[config.mk]
export PLATFORM = sky130hd
export DESIGN_NAME = ret_stack
export DESIGN_NICKNAME = d
export VERILOG_FILES = /design/src/rtl/ret_stack_pkg.sv /design/src/rtl/ret_stack_ctrl.sv /design/src/rtl/ret_stack_cell.sv /design/src/rtl/ret_stack.sv
export SDC_FILE = /design/constraint.sdc
export NUM_CORES = 1
export LEC_CHECK = 0
export ABC_AREA = 1
export BUFFER_PORTS_ARGS = -buffer_cell sky130_fd_sc_hd__buf_2
export CORE_UTILIZATION = 45
export CTS_BUF_LIST = sky130_fd_sc_hd__clkbuf_8 sky130_fd_sc_hd__clkbuf_16
export DETAILED_ROUTE_END_ITERATION = 8
export HOLD_SLACK_MARGIN = 0.02
export PLACE_DENSITY = 0.69
export SKIP_LAST_GASP = 1
export SLEW_MARGIN = 10
export SYNTH_ARGS = -nofsm -noshare
export SYNTH_HDL_FRONTEND = slang
export SYNTH_SLANG_ARGS = --single-unit
[constraint.sdc]
create_clock -name clk -period 0.84 [get_ports clk]
set_input_delay 0.042 -clock clk [delete_from_list [all_inputs] [get_ports clk]]
set_output_delay 0.042 -clock clk [all_outputs]
set_load 0.05 [all_outputs]
[src/rtl/ret_stack_pkg.sv]
package ret_stack_pkg;

    typedef enum logic [1:0] {
        OP_HOLD = 2'd0,
        OP_PUSH = 2'd1,
        OP_POP  = 2'd2
    } stk_op_e;

endpackage

[src/rtl/ret_stack_ctrl.sv]
module ret_stack_ctrl
    import ret_stack_pkg::*;
(
    input  logic    push_i,
    input  logic    pop_i,
    output stk_op_e op_o
);

    // Push wins over pop when both strobes arrive together.
    always_comb begin
        if (push_i) begin
            op_o = OP_PUSH;
        end else if (pop_i) begin
            op_o = OP_POP;
        end else begin
            op_o = OP_HOLD;
        end
    end

endmodule

[src/rtl/ret_stack_cell.sv]
module ret_stack_cell
    import ret_stack_pkg::*;
#(
    parameter int ADDR_W = 12
) (
    input  logic              clk,
    input  logic              rst_n,
    input  stk_op_e           op_i,
    input  logic [ADDR_W-1:0] upper_i,
    input  logic [ADDR_W-1:0] lower_i,
    output logic [ADDR_W-1:0] val_o
);

    typedef struct packed {
        logic [ADDR_W-1:0] val;
    } cell_t;

    cell_t cell_d;
    cell_t cell_q;

    always_comb begin
        cell_d = cell_q;
        unique case (op_i)
            OP_PUSH: cell_d.val = upper_i;
            OP_POP:  cell_d.val = lower_i;
            default: cell_d.val = cell_q.val;
        endcase
    end

    always_ff @(posedge clk or negedge rst_n) begin
        if (!rst_n) begin
            cell_q <= '0;
        end else begin
            cell_q <= cell_d;
        end
    end

    assign val_o = cell_q.val;

    AST_CELL_PUSH: assert property (@(posedge clk) disable iff (!rst_n)
        op_i == OP_PUSH |=> val_o == $past(upper_i));

    AST_CELL_POP: assert property (@(posedge clk) disable iff (!rst_n)
        op_i == OP_POP |=> val_o == $past(lower_i));

endmodule

[src/rtl/ret_stack.sv]
module ret_stack
    import ret_stack_pkg::*;
#(
    parameter int ADDR_W = 12,
    parameter int DEPTH  = 2
) (
    input  logic              clk,
    input  logic              rst_n,
    input  logic              push_i,
    input  logic [ADDR_W-1:0] push_addr_i,
    input  logic              pop_i,
    output logic [ADDR_W-1:0] ret_addr_o
);

    localparam int LAST = DEPTH - 1;

    stk_op_e           op;
    logic [ADDR_W-1:0] lvl [DEPTH];

    ret_stack_ctrl u_ctrl (
        .push_i (push_i),
        .pop_i  (pop_i),
        .op_o   (op)
    );

    for (genvar gi = 0; gi < DEPTH; gi++) begin : g_level
        logic [ADDR_W-1:0] upper;
        logic [ADDR_W-1:0] lower;

        if (gi == 0) begin : g_top
            assign upper = push_addr_i;
        end else begin : g_mid
            assign upper = lvl[gi-1];
        end

        if (gi == LAST) begin : g_bottom
            assign lower = lvl[gi];
        end else begin : g_inner
            assign lower = lvl[gi+1];
        end

        ret_stack_cell #(
            .ADDR_W (ADDR_W)
        ) u_cell (
            .clk     (clk),
            .rst_n   (rst_n),
            .op_i    (op),
            .upper_i (upper),
            .lower_i (lower),
            .val_o   (lvl[gi])
        );
    end

    assign ret_addr_o = lvl[0];

    AST_RESET_ZERO: assert property (@(posedge clk) disable iff (!rst_n)
        $rose(rst_n) |-> ret_addr_o == '0);

    AST_PUSH_WINS: assert property (@(posedge clk) disable iff (!rst_n)
        (push_i && pop_i) |=> ret_addr_o == $past(push_addr_i));

    AST_BOTTOM_KEEP: assert property (@(posedge clk) disable iff (!rst_n)
        (pop_i && !push_i) |=> $stable(lvl[LAST]));

    AST_IDLE_HOLD: assert property (@(posedge clk) disable iff (!rst_n)
        (!push_i && !pop_i) |=> $stable(ret_addr_o));

endmodule

Yosys cells after proc, flatten, opt, wreduce, memory -nomap -nowiden
Index checks and enable logic that the tools add are counted.
- bits in registers: 24
- input port bits: 16
- mux-type cells: 3
- reduce and logical (&&, ||, !) cells: 1
- equality and inequality tests: 2
- operators by type and width (operator ; count):
    case mux 12 bit (2 select lines) ; 1
    two-way mux 2 bit ; 2
    == test 2 x 1 -> 1 bit (second input constant) ; 1
    == test 2 bit (second input constant) ; 1
    nonzero test 2 bit ; 1

Logic depth before layout (Yosys ltp)
- depth in word-level cells: 4
- mapped depth: 5
- mapped depth without buffers: 3

Hierarchy
A second synthesis with hierarchy kept.
- cells, all modules: 211
- area total of the unflattened synthesis: 1388.8 µm²
- modules (own cells, without submodules) (module ; area an instance (µm²) ; times used ; seq. area each (µm²) ; cells an instance):
    ret_stack_cell ; 685.7 ; 2 ; 300.3 ; 104
    ret_stack_ctrl ; 17.5 ; 1 ; 0.0 ; 3

Least setup slack after synthesis
Ideal clock, no wire load.
- kind: register -> register
- start: reg g_level[0].u_cell.val_o[10] (netlist name)
- end: reg g_level[0].u_cell.cell_q, in the netlist g_level[0].u_cell.val_o[10]
- setup time: 0.124 ns
- cell stages (with the launch flop): 3
- data required time: 0.716 ns
- data arrival time: 0.754 ns
- setup slack: -0.038 ns
- clock period less this slack: 0.878 ns
- path through: dfrtp_1 > nand2_1 > nand3_2
- RTL lines (what ; line ; source):
    end signal: assignment ; ret_stack_cell.sv:34 ; cell_q <= cell_d;
    end: declaration ; ret_stack_cell.sv:19 ; cell_t cell_q;

Worst setup path after layout
- start: reg g_level[0].u_cell.cell_q, in the netlist g_level[0].u_cell.val_o[1]
- end: out ret_addr_o[1]
- RTL lines (what ; line ; source):
    end: declaration ; ret_stack.sv:12 ; output logic [ADDR_W-1:0] ret_addr_o
No word-level cell between the ends.

==> results.md <==
| Step | Quantity | Reported |
|---|---|---|
| floorplanning | Die area | 2550 um^2 |
| pwr | VDD IR max | 0.00139 V |
| floorplanning | Boundary Pins | 28 |
| pwr | Power density over the cells | 2000 nW/um^2 |
| pwr | Leak | 0.807 nW |
| pwr | Sequential Power Share | 43.8% |
| yosys | Library cell occupying the most area in the post-synthesis netlist | sky130_fd_sc_hd__dfrtp_1 |
| yosys | Dominant combinational cell family by area after synthesis | simple AND/OR/NAND/NOR gates |
| sta | Final critical-path required period | 0.888 ns |
| yosys | Synth top cells by count | 60 x sky130_fd_sc_hd__nand2_1, 24 x sky130_fd_sc_hd__dfrtp_1, 19 x sky130_fd_sc_hd__nand3_1, 5 x sky130_fd_sc_hd__nand3_2, 4 x sky130_fd_sc_hd__buf_6 |
| yosys | Number of different library cells in the post-synthesis netlist | 8 |
| outcome | Violated checks | setup timing |
| yosys | Sequential share of the synthesized area | 56.7% |
| routing | Detailed-route via count | 961 |
| sta | Transition at the pin with the smallest max-transition slack | 0.322 ns |
| sta | Number of max-slew violations in the final report | 0 |
| yosys | Share of cell area taken by muxes after synthesis | 0% |
| clocking | CTS tree | done |
| yosys | Cell types occupying the most area after synthesis | sky130_fd_sc_hd__dfrtp_1 57%, sky130_fd_sc_hd__nand2_1 21%, sky130_fd_sc_hd__nand3_1 9.0% |
| routing | Number of routed nets with antenna violations | 0 |
| yosys | Cell area after synthesis | 1060 um^2 |
| pwr | Total net switching power | 0.888 mW |
| cells and area | Final Util | 71.3% |
| yosys | Net count after synthesis | 133 |
| clocking | Maximum clock insertion buffer count | 2 |
| yosys | Xor and xnor area share after synthesis | 0% |
| clocking | Clock latency of the later-clocked register in the worst-skew pair | 0.26 ns |
| routing | Vias per std cell | 4.90 |
| critical path | Kind of cell with the highest combined delay on the critical path | flip-flops |
| pwr | Switching part of the total | 28.1% |
| sta | Final hold violation count | 0 |
| grt | Antenna violations before repair | 0 |
| place | Final HPWL from detailed placement | 1.47 mm |
| yosys | Average cell area after synthesis | 9.05 um^2 |
| clocking | Clock buffers created by TritonCTS | 3 |
| critical path | Required time of the worst setup path | 0.80 ns |
| critical path | Classification of the worst setup path | reg2out |
| cells and area | Share of final-layout standard cells stronger than drive strength 1 | 38.1% |
| critical path | Critical Path Fanout Max | 3 |
| yosys | Number of synthesized register bits | 24 |
| yosys | Area share of the largest cell type after synthesis | 56.7% |
| sta | Setup repair after global routing missed its margin | true |
| sta | Slew margin rel. | 78.4% |
| clocking | Cell at the root of the clock tree | sky130_fd_sc_hd__clkbuf_8 |
| yosys | Predominant post-synthesis flop cell | sky130_fd_sc_hd__dfrtp_1 |
| cells and area | Number of antenna diodes | 0 |
| routing | Count of routing violations after the opening detailed-route iteration | 23 |
| pwr | Relative contribution of combinational cells to total power | 25.1% |
| routing | Wire per inst | 12.3 um |
| cells and area | Final net count | 185 |
| routing | Post-route DRC violation count | 0 |
| sta | Post-route setup slack | -0.0477 ns |
| grt | Wire length of the first global-routing pass | 4.17 mm |
| critical path | Data arrival, critical path | 0.85 ns |
| cells and area | Relative area change from synthesis to final layout | 49.1% |
| yosys | Adder-cell share of the synthesized area | 0% |
| clocking | CTS sink cnt | 24 |
| critical path | Buf/Inv on CP | 1 |
| critical path | Worst setup EP type | output pin |
| yosys | Simple-gate portion of the synthesized area | 36.1% |
| critical path | Max incr delay on CP | 0.43 ns |
| place | Number of buffer cells added on primary ports | 27 |
| floorplanning | Die Span X | 50.5 um |
| pwr | Clock group share of total power | 31.1% |
| clocking | H-tree levels | 1 |
| pwr | P_int | 2.27 mW |
| flow run | Number of violations of the max-capacitance limit | 0 |
| yosys | Most frequent cell after synthesis | sky130_fd_sc_hd__nand2_1 |
| worst hold path | Class of the tightest hold or removal check | in2reg |
| yosys | Share of synthesized registers carrying an async set or reset | 100% |
| floorplanning | Cell row count | 17 |
| critical path | CP Launch Type | flop |
| place | GP Congestion | 0.660 |
| critical path | Cell with the largest stage delay on the worst path | sky130_fd_sc_hd__dfrtp_2 |
| floorplanning | Core ar. | 2210 um^2 |
| floorplanning | Overall die height | 50.5 um |
| yosys | Synth Area in Compound Gates | 0% |
| grt | Overall global routing resource usage | 21.9% |
| floorplanning | Effective utilization at floorplan | 47.9% |
| routing | Total Wirelength | 2.41 mm |
| critical path | Critical Path, Cell by Cell | buf_6 |
| grt | Number of global-route vias before repair | 959 |
| cells and area | Flip-flop count of the largest register, all copies and words added | 24 |
| place | Post-Place Setup Slack | 0.0468 ns |
| sta | Final setup fails | 12 |
| outcome | Status | finished with violations |
| clocking | Clock-pin slew reported for the worst setup and hold paths after clock tree synthesis | 0.08 ns |
| grt | GRT overflow | 0 |
| sta | Max Clock Skew | 0.000518 ns |
| yosys | Warnings, synthesis | 0 |
| routing | First-pass DRT Iterations | 5 |
| grt | Largest net degree at the start of global routing | 25 |
| yosys | Number of instances in the synthesized netlist | 117 |
| yosys | Number of synthesized flops with an enable pin | 0 |
| sta | Maximum operating frequency | 1130 MHz |
| sta | Final cycle utilization of the critical path | 106% |
==> power by group through the flow <==
stage	clock [mW]	combinational, mW	sequential, mW
5_1_grt	1.04	0.855	1.40
6_report	0.985	0.793	1.38
3_3_place_gp	0	0.558	1.40
3_5_place_dp	0	0.572	1.40
2_1_floorplan	0	0.203	1.61
4_1_cts	1.02	0.780	1.38
==> area by class of cell <==
class	count	area (um^2)
fillers	177	634
flip-flops and latches	24	616
repair buffers	54	465
multi-input cells	85	382
clock buffers	3	41.3
well taps	28	35.0
clock inverters	1	30.0
inverters	1	8.76
==> metrics by stage <==
step,total power [mW],TNS (ns),instance area [um^2],hold WS (ns),instances
6_report,3.16,-0.423,1580,0.125,196
3_3_place_gp,1.95,0,1210,-0.0563,168
3_5_place_dp,1.98,0,1210,-0.0511,168
5_1_grt,3.30,-0.678,1580,0.151,196
2_1_floorplan,1.81,0,1070,-0.254,117
4_1_cts,3.18,-0.480,1560,0.116,195
==> per-layer routing <==
layer / track usage, % / part of all wire (%) / vias up / wire [um]
met5: 0 / 0 / - / 0
met4: 6.94 / 0.33 / 0 / 8
met3: 3.03 / 2.9 / 2 / 71
met2: 38.7 / 51 / 19 / 1230
met1: 27.4 / 46 / 470 / 1100
li1: - / - / 470 / -
==> layout by cell type, fill, tap and decap left out <==
| cell | n |
|---|---|
| sky130_fd_sc_hd__nand2_1 | 60 |
| sky130_fd_sc_hd__nand3_1 | 19 |
| sky130_fd_sc_hd__buf_2 | 15 |
| sky130_fd_sc_hd__dlygate4sd3_1 | 13 |
| sky130_fd_sc_hd__dfrtp_2 | 12 |
| sky130_fd_sc_hd__dfrtp_1 | 12 |
| sky130_fd_sc_hd__buf_6 | 12 |
| sky130_fd_sc_hd__buf_4 | 12 |
| sky130_fd_sc_hd__nand3_2 | 5 |
| sky130_fd_sc_hd__clkbuf_8 | 3 |
| sky130_fd_sc_hd__inv_6 | 1 |
| sky130_fd_sc_hd__nor2_4 | 1 |
| sky130_fd_sc_hd__bufinv_16 | 1 |
| sky130_fd_sc_hd__buf_8 | 1 |
| sky130_fd_sc_hd__buf_12 | 1 |
==> repair_timing <==
item,4_1_cts,5_1_grt
endpoints found under the hold margin,36,0
setup buffers,10,1
setup endpoints to repair,12,13
resized for setup,24,2
hold buffers,13,0
gates cloned,0,0
pin swaps,0,1
==> path summary, 6_finish.rpt <==
| check | slack (ns) | cells after the start | from | endpoint |
|---|---|---|---|---|
| min | 0.13 | 3 | push_i | g_level[1].u_cell.val_o[1] |
| min reg2reg | 0.48 | 2 | g_level[1].u_cell.val_o[5] | g_level[1].u_cell.val_o[5] |
| max reg2reg | 0.04 | 3 | g_level[0].u_cell.val_o[6] | g_level[0].u_cell.val_o[6] |
| min in group asynchronous | 0.20 | 2 | rst_n | g_level[1].u_cell.val_o[8] |
| max | -0.05 | 1 | g_level[0].u_cell.val_o[1] | ret_addr_o[1] |
| max in group asynchronous | 0.26 | 3 | rst_n | g_level[0].u_cell.val_o[3] |
==> kinds of logic after synthesis <==
family | count (synthesis)
buffers and inverters | 8
DFF | 24
and+or+nand+nor | 85
Power figures use the tool's default switching activity.
